<file path="config.mk">
export PLATFORM = sky130hd
export DESIGN_NAME = branch_seq
export DESIGN_NICKNAME = d
export VERILOG_FILES = /design/src/rtl/branch_seq_pkg.sv /design/src/rtl/bseq_cond.sv /design/src/rtl/bseq_target.sv /design/src/rtl/bseq_cycles.sv /design/src/rtl/branch_seq.sv
export SDC_FILE = /design/constraint.sdc
export NUM_CORES = 1
export LEC_CHECK = 0
export BUFFER_PORTS_ARGS = -buffer_cell sky130_fd_sc_hd__buf_2
export CAP_MARGIN = 20
export CORE_ASPECT_RATIO = 1.25
export CORE_UTILIZATION = 25
export DETAILED_ROUTE_END_ITERATION = 12
export GPL_TIMING_DRIVEN = 0
export PLACE_DENSITY = 0.53
export RECOVER_POWER = 50
export REMOVE_ABC_BUFFERS = 1
export SLEW_MARGIN = 30
export SYNTH_ARGS = -nofsm -noshare
export SYNTH_HDL_FRONTEND = slang
export SYNTH_SLANG_ARGS = --single-unit
</file>
<file path="constraint.sdc">
create_clock -name clk -period 2.4 [get_ports clk]
set_input_delay 0.6 -clock clk [delete_from_list [all_inputs] [get_ports clk]]
set_output_delay 0.6 -clock clk [all_outputs]
set_load 0.01 [all_outputs]
</file>
<file path="src/rtl/branch_seq_pkg.sv">
package branch_seq_pkg;

    typedef enum logic [1:0] {
        BK_JUMP = 2'd0,
        BK_REL  = 2'd1,
        BK_CALL = 2'd2,
        BK_RET  = 2'd3
    } br_kind_e;

    localparam logic [2:0] SEL_ALWAYS = 3'd0;
    localparam logic [2:0] SEL_C      = 3'd1;
    localparam logic [2:0] SEL_Z      = 3'd2;
    localparam logic [2:0] SEL_NC     = 3'd3;
    localparam logic [2:0] SEL_NZ     = 3'd4;

    typedef enum logic [2:0] {
        ST_IDLE,
        ST_PUSH_LO,
        ST_PUSH_HI,
        ST_OPND_LO,
        ST_OPND_HI,
        ST_POP_LO,
        ST_POP_HI,
        ST_FINISH
    } seq_state_e;

endpackage

</file>
<file path="src/rtl/bseq_cond.sv">
module bseq_cond
    import branch_seq_pkg::*;
(
    input  logic [2:0] sel,
    input  logic       flag_z,
    input  logic       flag_c,
    output logic       taken
);
    always_comb begin
        unique case (sel)
            SEL_C:   taken = flag_c;
            SEL_Z:   taken = flag_z;
            SEL_NC:  taken = !flag_c;
            SEL_NZ:  taken = !flag_z;
            default: taken = 1'b1;
        endcase
    end
endmodule

</file>
<file path="src/rtl/bseq_target.sv">
module bseq_target
    import branch_seq_pkg::*;
#(
    parameter int DATA_W = 8,
    localparam int ADDR_W = 2 * DATA_W
) (
    input  br_kind_e           kind,
    input  logic               taken,
    input  logic [ADDR_W-1:0]  pc_cur,
    input  logic [DATA_W-1:0]  byte_lo,
    input  logic [DATA_W-1:0]  byte_hi,
    output logic [ADDR_W-1:0]  pc_next
);
    logic [ADDR_W-1:0] rel_ext;
    assign rel_ext = {{DATA_W{byte_lo[DATA_W-1]}}, byte_lo};

    always_comb begin
        if (!taken) begin
            pc_next = pc_cur;
        end else if (kind == BK_REL) begin
            pc_next = pc_cur + rel_ext;
        end else begin
            pc_next = {byte_hi, byte_lo};
        end
    end
endmodule

</file>
<file path="src/rtl/bseq_cycles.sv">
module bseq_cycles #(
    parameter int CNT_W          = 8,
    parameter int ACC_W          = 3,
    parameter int CYC_PER_ACCESS = 4,
    parameter int TAKEN_EXTRA    = 4
) (
    input  logic [ACC_W-1:0] accesses,
    input  logic             taken,
    output logic [CNT_W-1:0] cycles
);
    logic [CNT_W-1:0] base;
    always_comb begin
        base   = CNT_W'(CYC_PER_ACCESS) * (CNT_W'(accesses) + CNT_W'(1));
        cycles = taken ? base + CNT_W'(TAKEN_EXTRA) : base;
    end
endmodule

</file>
<file path="src/rtl/branch_seq.sv">
module branch_seq
    import branch_seq_pkg::*;
#(
    parameter int DATA_W         = 8,
    parameter int CNT_W          = 8,
    parameter int CYC_PER_ACCESS = 4,
    parameter int TAKEN_EXTRA    = 4,
    localparam int ADDR_W        = 2 * DATA_W,
    localparam int ACC_W         = 3
) (
    input  logic              clk,
    input  logic              rst_n,
    input  logic              start,
    input  logic [1:0]        kind,
    input  logic [2:0]        cond_sel,
    input  logic              flag_z,
    input  logic              flag_c,
    input  logic [ADDR_W-1:0] pc_in,
    input  logic [ADDR_W-1:0] sp_in,
    input  logic [DATA_W-1:0] mem_rdata,
    output logic [ADDR_W-1:0] mem_addr,
    output logic [DATA_W-1:0] mem_wdata,
    output logic              mem_rd,
    output logic              mem_wr,
    output logic              busy,
    output logic              done,
    output logic [ADDR_W-1:0] pc_out,
    output logic [ADDR_W-1:0] sp_out,
    output logic [CNT_W-1:0]  cycles_out
);
    localparam logic [ADDR_W-1:0] ONE = ADDR_W'(1);
    localparam logic [ADDR_W-1:0] TWO = ADDR_W'(2);

    seq_state_e        state, nxt;
    br_kind_e          kind_q;
    logic              taken_q;
    logic              taken_now;
    logic [ADDR_W-1:0] pc_w, sp_w, ret_q, pc_next;
    logic [DATA_W-1:0] lo_q, hi_q;
    logic [ACC_W-1:0]  acc_q;
    logic [CNT_W-1:0]  cyc_calc;

    bseq_cond u_cond (
        .sel    (cond_sel),
        .flag_z (flag_z),
        .flag_c (flag_c),
        .taken  (taken_now)
    );

    bseq_target #(.DATA_W(DATA_W)) u_target (
        .kind    (kind_q),
        .taken   (taken_q),
        .pc_cur  (pc_w),
        .byte_lo (lo_q),
        .byte_hi (hi_q),
        .pc_next (pc_next)
    );

    bseq_cycles #(
        .CNT_W          (CNT_W),
        .ACC_W          (ACC_W),
        .CYC_PER_ACCESS (CYC_PER_ACCESS),
        .TAKEN_EXTRA    (TAKEN_EXTRA)
    ) u_cycles (
        .accesses (acc_q),
        .taken    (taken_q),
        .cycles   (cyc_calc)
    );

    assign busy = (state != ST_IDLE);

    // state register
    always_ff @(posedge clk) begin
        if (!rst_n) state <= ST_IDLE;
        else        state <= nxt;
    end

    // next state and memory port
    always_comb begin
        nxt       = state;
        mem_rd    = 1'b0;
        mem_wr    = 1'b0;
        mem_addr  = '0;
        mem_wdata = '0;
        unique case (state)
            ST_IDLE: begin
                if (start) begin
                    unique case (br_kind_e'(kind))
                        BK_CALL: nxt = taken_now ? ST_PUSH_LO : ST_OPND_LO;
                        BK_RET:  nxt = ST_POP_LO;
                        default: nxt = ST_OPND_LO;
                    endcase
                end
            end
            ST_PUSH_LO: begin
                mem_wr    = 1'b1;
                mem_addr  = sp_w;
                mem_wdata = ret_q[DATA_W-1:0];
                nxt       = ST_PUSH_HI;
            end
            ST_PUSH_HI: begin
                mem_wr    = 1'b1;
                mem_addr  = sp_w + ONE;
                mem_wdata = ret_q[ADDR_W-1:DATA_W];
                nxt       = ST_OPND_LO;
            end
            ST_OPND_LO: begin
                mem_rd   = 1'b1;
                mem_addr = pc_w;
                nxt      = (kind_q == BK_REL) ? ST_FINISH : ST_OPND_HI;
            end
            ST_OPND_HI: begin
                mem_rd   = 1'b1;
                mem_addr = pc_w;
                nxt      = ST_FINISH;
            end
            ST_POP_LO: begin
                mem_rd   = 1'b1;
                mem_addr = sp_w;
                nxt      = taken_q ? ST_POP_HI : ST_FINISH;
            end
            ST_POP_HI: begin
                mem_rd   = 1'b1;
                mem_addr = sp_w + ONE;
                nxt      = ST_FINISH;
            end
            ST_FINISH: nxt = ST_IDLE;
            default:   nxt = ST_IDLE;
        endcase
    end

    // datapath registers
    always_ff @(posedge clk) begin
        if (!rst_n) begin
            kind_q     <= BK_JUMP;
            taken_q    <= 1'b0;
            pc_w       <= '0;
            sp_w       <= '0;
            ret_q      <= '0;
            lo_q       <= '0;
            hi_q       <= '0;
            acc_q      <= '0;
            pc_out     <= '0;
            sp_out     <= '0;
            cycles_out <= '0;
            done       <= 1'b0;
        end else begin
            done <= 1'b0;
            if (mem_rd || mem_wr) acc_q <= acc_q + ACC_W'(1);
            unique case (state)
                ST_IDLE: begin
                    if (start) begin
                        kind_q  <= br_kind_e'(kind);
                        taken_q <= taken_now;
                        pc_w    <= pc_in;
                        sp_w    <= (br_kind_e'(kind) == BK_CALL && taken_now) ? sp_in - TWO : sp_in;
                        ret_q   <= pc_in + TWO;
                        acc_q   <= '0;
                    end
                end
                ST_OPND_LO: begin
                    lo_q <= mem_rdata;
                    pc_w <= pc_w + ONE;
                end
                ST_OPND_HI: begin
                    hi_q <= mem_rdata;
                    pc_w <= pc_w + ONE;
                end
                ST_POP_LO: lo_q <= mem_rdata;
                ST_POP_HI: begin
                    hi_q <= mem_rdata;
                    sp_w <= sp_w + TWO;
                end
                ST_FINISH: begin
                    pc_out     <= pc_next;
                    sp_out     <= sp_w;
                    cycles_out <= cyc_calc;
                    done       <= 1'b1;
                end
                default: ;
            endcase
        end
    end
endmodule

</file>
After elaboration in Yosys (flattened, before gate mapping)
Cells that the tools add are included.
{ "totals": {"ff_bits": 114, "elab_cells": 78, "input_bits": 50, "output_inout_bits": 68} }
{ "classes": {"n_eq_ne": 15, "n_reduce_logical": 18, "addsub": 9, "n_mux": 23} }
{ "ops": {"columns": ["cell", "count"], "rows": [
  ["two-way mux 16 bit", 5],
  ["case mux 16 bit (2 select lines)", 2],
  ["case mux 16 bit (3 select lines)", 1],
  ["adder 16 x 1 -> 16 bit (second input constant)", 2],
  ["adder 16 x 2 -> 16 bit (second input constant)", 2],
  ["case mux 3 bit (7 select lines)", 1],
  ["adder 16 bit", 1],
  ["case mux 8 bit (2 select lines)", 1],
  ["subtractor 16 x 2 -> 16 bit (second input constant)", 1],
  ["equality test 3 bit (second input constant)", 5],
  ["equality test 3 x 2 -> 1 bit (second input constant)", 4],
  ["two-way mux 3 bit", 4],
  ["OR reduction 2 bit", 6],
  ["adder 8 x 3 -> 8 bit (second input constant)", 1],
  ["two-way mux 8 bit", 1],
  ["equality test 3 x 1 -> 1 bit (second input constant)", 2],
  ["case mux 3 bit (2 select lines)", 1],
  ["AND reduction 2 bit", 3],
  ["adder 3 x 1 -> 4 bit (second input constant)", 1],
  ["equality test 2 bit (second input constant)", 2],
  ["two-way mux 1 bit", 4],
  ["two-way mux 2 bit", 2],
  ["case mux 1 bit (4 select lines)", 1],
  ["nonzero test 2 bit", 2],
  ["other kinds (9)", 10]
]} }

Logic depth before layout (Yosys ltp)
{ "logic_depth": {"depth_word": 7, "depth_mapped": 9} }

By module
Synthesis repeated with hierarchy kept, for this count alone.
{ "hier_totals": {"cells_unflattened": 978, "area_unflattened_um2": 7148.1} }
{ "by_module_without_submodules": {"columns": ["module", "seq_area_each_um2", "cells_each", "instances", "area_each_um2"], "rows": [
  ["branch_seq", 2282.2, 786, 1, 5918.2],
  ["bseq_target", 0.0, 164, 1, 1051.0],
  ["bseq_cycles", 0.0, 21, 1, 140.1],
  ["bseq_cond", 0.0, 7, 1, 38.8]
]} }

Worst setup path after synthesis
No wires, ideal clock.
{ "synth_path": {"path_kind": "register to register", "from": "register pc_w[0]", "to": "register pc_out[14]", "synth_period_minus_slack_ns": 2.541, "setup_slack_ns": -0.141, "path_stages_with_launch": 10, "t_arrival_ns": 2.395, "setup_time_ns": 0.146, "cell_sequence": "dfxtp_1 -> ha_1 -> fa_1 -> a21o_1 -> a221o_1 -> a21oi_1 -> o211ai_1 -> a221oi_1 -> xor2_1 -> a41oi_1"} }
{ "synth_via": {"elab_chain_len": 3} }
{ "synth_lines": {"columns": ["item", "line_no", "rtl"], "rows": [
  ["from (decl)", "branch_seq.sv:38", "logic [ADDR_W-1:0] pc_w, sp_w, ret_q, pc_next;"],
  ["from (signal assigned)", "branch_seq.sv:155", "pc_w <= pc_in;"],
  ["from (signal assigned)", "branch_seq.sv:163", "pc_w <= pc_w + ONE;"],
  ["from (signal assigned)", "branch_seq.sv:167", "pc_w <= pc_w + ONE;"],
  ["adder 16 bit", "bseq_target.sv:21", "pc_next = pc_cur + rel_ext;"],
  ["two-way mux 16 bit", "bseq_target.sv:20", "end else if (kind == BK_REL) begin"],
  ["two-way mux 16 bit", "bseq_target.sv:18", "if (!taken) begin"],
  ["to (signal assigned)", "branch_seq.sv:175", "pc_out <= pc_next;"],
  ["to (decl)", "branch_seq.sv:27", "output logic [ADDR_W-1:0] pc_out,"]
]} }
No other way between the ends.
A chain may end at the register's enable or synchronous reset.

Final worst setup path
{ "layout_path": {"from": "register sp_w[1]", "to": "output port mem_addr[12]"} }
{ "layout_via": {"elab_chain_len": 2} }
{ "layout_lines": {"columns": ["item", "line_no", "rtl"], "rows": [
  ["from (decl)", "branch_seq.sv:38", null],
  ["from (signal assigned)", "branch_seq.sv:156", "sp_w <= (br_kind_e'(kind) == BK_CALL && taken_now) ? sp_in - TWO : sp_in;"],
  ["from (signal assigned)", "branch_seq.sv:172", "sp_w <= sp_w + TWO;"],
  ["adder 16 x 1 -> 16 bit", "branch_seq.sv:103, branch_seq.sv:124", null],
  ["case mux 16 bit (3 select lines)", "branch_seq.sv:85", "unique case (state)"],
  ["to (decl)", "branch_seq.sv:21", "output logic [ADDR_W-1:0] mem_addr,"]
]} }
No other way between the ends.

==> impl_metrics.yaml <==
critical_path:
  reg2regPathDepth: 9
  critical_path_class: "register to output pin"
  critical_path_peak_fanout: 4
  slowest_stage: "dfxtp_4"
  r2r_slack_ns: -0.17
  cp_data_required_time_ns: 1.80
  arrival_ns: 2.04
  cpPeakStageDelay_ns: 0.37
  r2r-end: "pc_out[14]$_SDFFE_PN0P_"
  crit_chain: "ha_4 > and3_4 > and3_4 > buf_12 > buf_12 > a21oi_4 > nor3b_2 > o21ai_1 > buf_2"
  worst_setup_path_start_kind: "register"
  r2r_start: "pc_w[0]$_SDFFE_PN0P_"
  path_delay_family: "buffers and inverters"
  crit_cells: 9
  cp-end-kind: "output pin"
  path_buf_inv: 3
clock_network:
  root_buffer: "clkbuf_16"
  cts.sinks: 111
  htree_levels: 3
  clockBufferDepth: 2
  cts_tree: "built"
  clk_latency_ns: 0.37
  clk_pin_slew_worst_paths_ns: 0.08
  cts_buffers: 9
placement:
  gp_congestion: 0.865
  portBuffers: 114
  post_dp_cell_area_mm2: 0.00758
  hpwl_mm: 15.9
synth:
  netlist_instances: 925
  ys_ff_latch: 111
  synth_edf_count: 0
  yosys_warnings: 0
  yosysMostFrequentCell: "nand2_1"
  synthDistinctLibCells: 60
  synth_common_cells: "nand2_1, dfxtp_1, nor2_1"
  syn_area_mm2: 0.00675
  yosys-top-cells-area: "dfxtp_1, nand2_1, a21oi_1, nor2_1, ha_1"
  synth_top_cell_area_share: 0.329
  async_reset_ff_frac: 0
  ys_seq_area_frac: 0.329
  synth_top_area_cell: "dfxtp_1"
  synth_area_per_cell_um2: 7.30
  ys.flop_type: "dfxtp_1"
die:
  fp.dieH_um: 186
  core_mm2: 0.0263
  io_pins: 118
  die_area_mm2: 0.0277
  die-width_um: 149
  num_rows: 66
  start_util: 0.257
final_layout:
  postLayoutCoreUtil: 0.335
  stdcell_area_mm2: 0.00881
  nets: 1111
  antenna_cells: 0
  drive_gt1_frac: 0.236
  nFillCells: 2836
  multi_input_area_mm2: 0.00469
  area_delta_synth_final_pct: 30.5
  ff_latch_area_mm2: 0.00230
sta:
  fin_tns_setup_ns: -1.83
  rsz0062_at_grt: "true"
  fin_skew_ns: 0.00940
  finalCritPeriodShare: 1.10
  worst_slew_pin_slew_ns: 1.27
  layout_setup_ws_ns: -0.242
  fin_crit_ns: 2.64
  setup_viol_count_final: 18
  slew_headroom: 0.152
  final_hold_viol_count: 0
  fmax_mhz: 379
  drv_slew: 0
worst_hold_path:
  hold_end: "cycles_out[3]$_SDFFE_PN0P_"
  hold_path_depth: 2
  hold_path.class: "register to register"
  min_from: "cycles_out[3]$_SDFFE_PN0P_"
drt:
  drtIter0Drc: 434
  postRouteAntennaNets: 0
  wire_per_inst_um: 17.2
  drc: 0
  finalWirelength_mm: 23.8
  firstDrtPassIters: 5
  vias_per_cell: 5.14
  vias: 7113
grt:
  grtUsageTotal: 0.171
  grt_max_degree: 72
  grt_pass1_vias: 6660
  grt_overflow: 0
  grt_pass1_wl_mm: 36.7
  antenna_found_initial: 0
job:
  maxCapViolations: 0
pwr:
  power_density_mw_per_mm2: 604
  finalPower_w: 0.00532
  power.leakage_nw: 3.30
  irDropWorstVdd_v: 0.000362
outcome:
  outcome: "finished, violations left"
  failed_checks: "setup timing"
-- state kept, by name, summed over array words and instances (netlist names) --
register	cells
hi_q	8
ret_q	16
cycles_out	5
acc_q	3
taken_q	1
lo_q	8
sp_out	16
kind_q	2
pc_out	16
pc_w	16
sp_w	16
done	1
state	3
-- cell usage in the layout (no fill, tap or decap), types with 18 or more instances in the layout --
cell type  Yosys  final
nand2_1      144    139
nor2_1       107    102
a21oi_1      100     94
dfxtp_1      111     86
buf_2          1     73
buf_4          3     46
o21ai_0       54     40
clkbuf_1      62     39
nand3_1       37     34
xnor2_1       24     23
a211oi_1      21     19
ha_1          22     18
-- worst max path at each step --
stage	start	endpoint	slack [ns]
after floorplan	state[2]$_SDFFE_PN0P_	sp_w[9]$_SDFFE_PN0P_	-0.52
after global placement	rst_n	sp_w[7]$_SDFFE_PN0P_	-2.25
after detailed placement	state[2]$_SDFFE_PN0P_	sp_w[12]$_SDFFE_PN0P_	-1.27
after CTS	sp_w[1]$_SDFFE_PN0P_	mem_addr[14]	-0.21
after global routing	pc_w[0]$_SDFFE_PN0P_	pc_out[14]$_SDFFE_PN0P_	-0.27
final	sp_w[1]$_SDFFE_PN0P_	mem_addr[12]	-0.24
-- area by class of cell --
cell class	instances	share of cell area
multi-input cells	730	0.533
flip-flops and latches	111	0.261
repair buffers	172	0.120
well taps	340	0.0483
clock buffers	10	0.0271
inverters	14	0.00597
clock inverters	6	0.00511
-- power by group --
group / switching, W / internal, W
clock: 0.000765 / 0.000739
sequential: 0.000267 / 0.00201
combinational: 0.000920 / 0.000621
-- cells by family after synthesis --
| group | after synthesis | share of synthesized area |
|---|---|---|
| AND/OR/NAND/NOR | 375 | 0.250 |
| buffers and inverters | 86 | 0.0497 |
| multiplexers | 11 | 0.0165 |
| other | 1 | 0.000556 |
| adder cells (fa/ha/maj) | 23 | 0.0438 |
| AO/OA/AOI/OAI | 278 | 0.258 |
| flip-flops | 111 | 0.329 |
| XOR/XNOR | 40 | 0.0519 |
-- per-stage QoR --
stage	std cells	hold slack, ns	worst slack [ns]
2_1_floorplan	855	0.433	-0.522
3_3_place_gp	1309	0.441	-2.25
3_5_place_dp	1312	0.444	-1.27
4_1_cts	1369	0.454	-0.214
5_1_grt	1383	0.472	-0.266
6_report	1383	0.453	-0.242
-- worst min-delay path, stage by stage (launching register included) --
cell and delay [ns]:
dfxtp_1 0.31, nand2_1 0.05, a21oi_1 0.05
-- repair_timing --
| item | CTS | global route |
|---|---|---|
| hold buffers | 0 | 0 |
| setup endpoints to repair | 76 | 35 |
| buffers inserted | 41 | 16 |
| resized for setup | 113 | 51 |
| pin swaps | 38 | 41 |
-- routing by layer --
| metal | global-route usage | routed length [um] | vias to the layer above |
|---|---|---|---|
| met5 | 0 | 0 | - |
| li1 | - | - | 3539 |
| met3 | 0.0176 | 746 | 27 |
| met4 | 0.0620 | 442 | 0 |
| met1 | 0.211 | 10400 | 3382 |
| met2 | 0.303 | 12200 | 165 |
No activity file was read; power rests on OpenSTA's default activity.
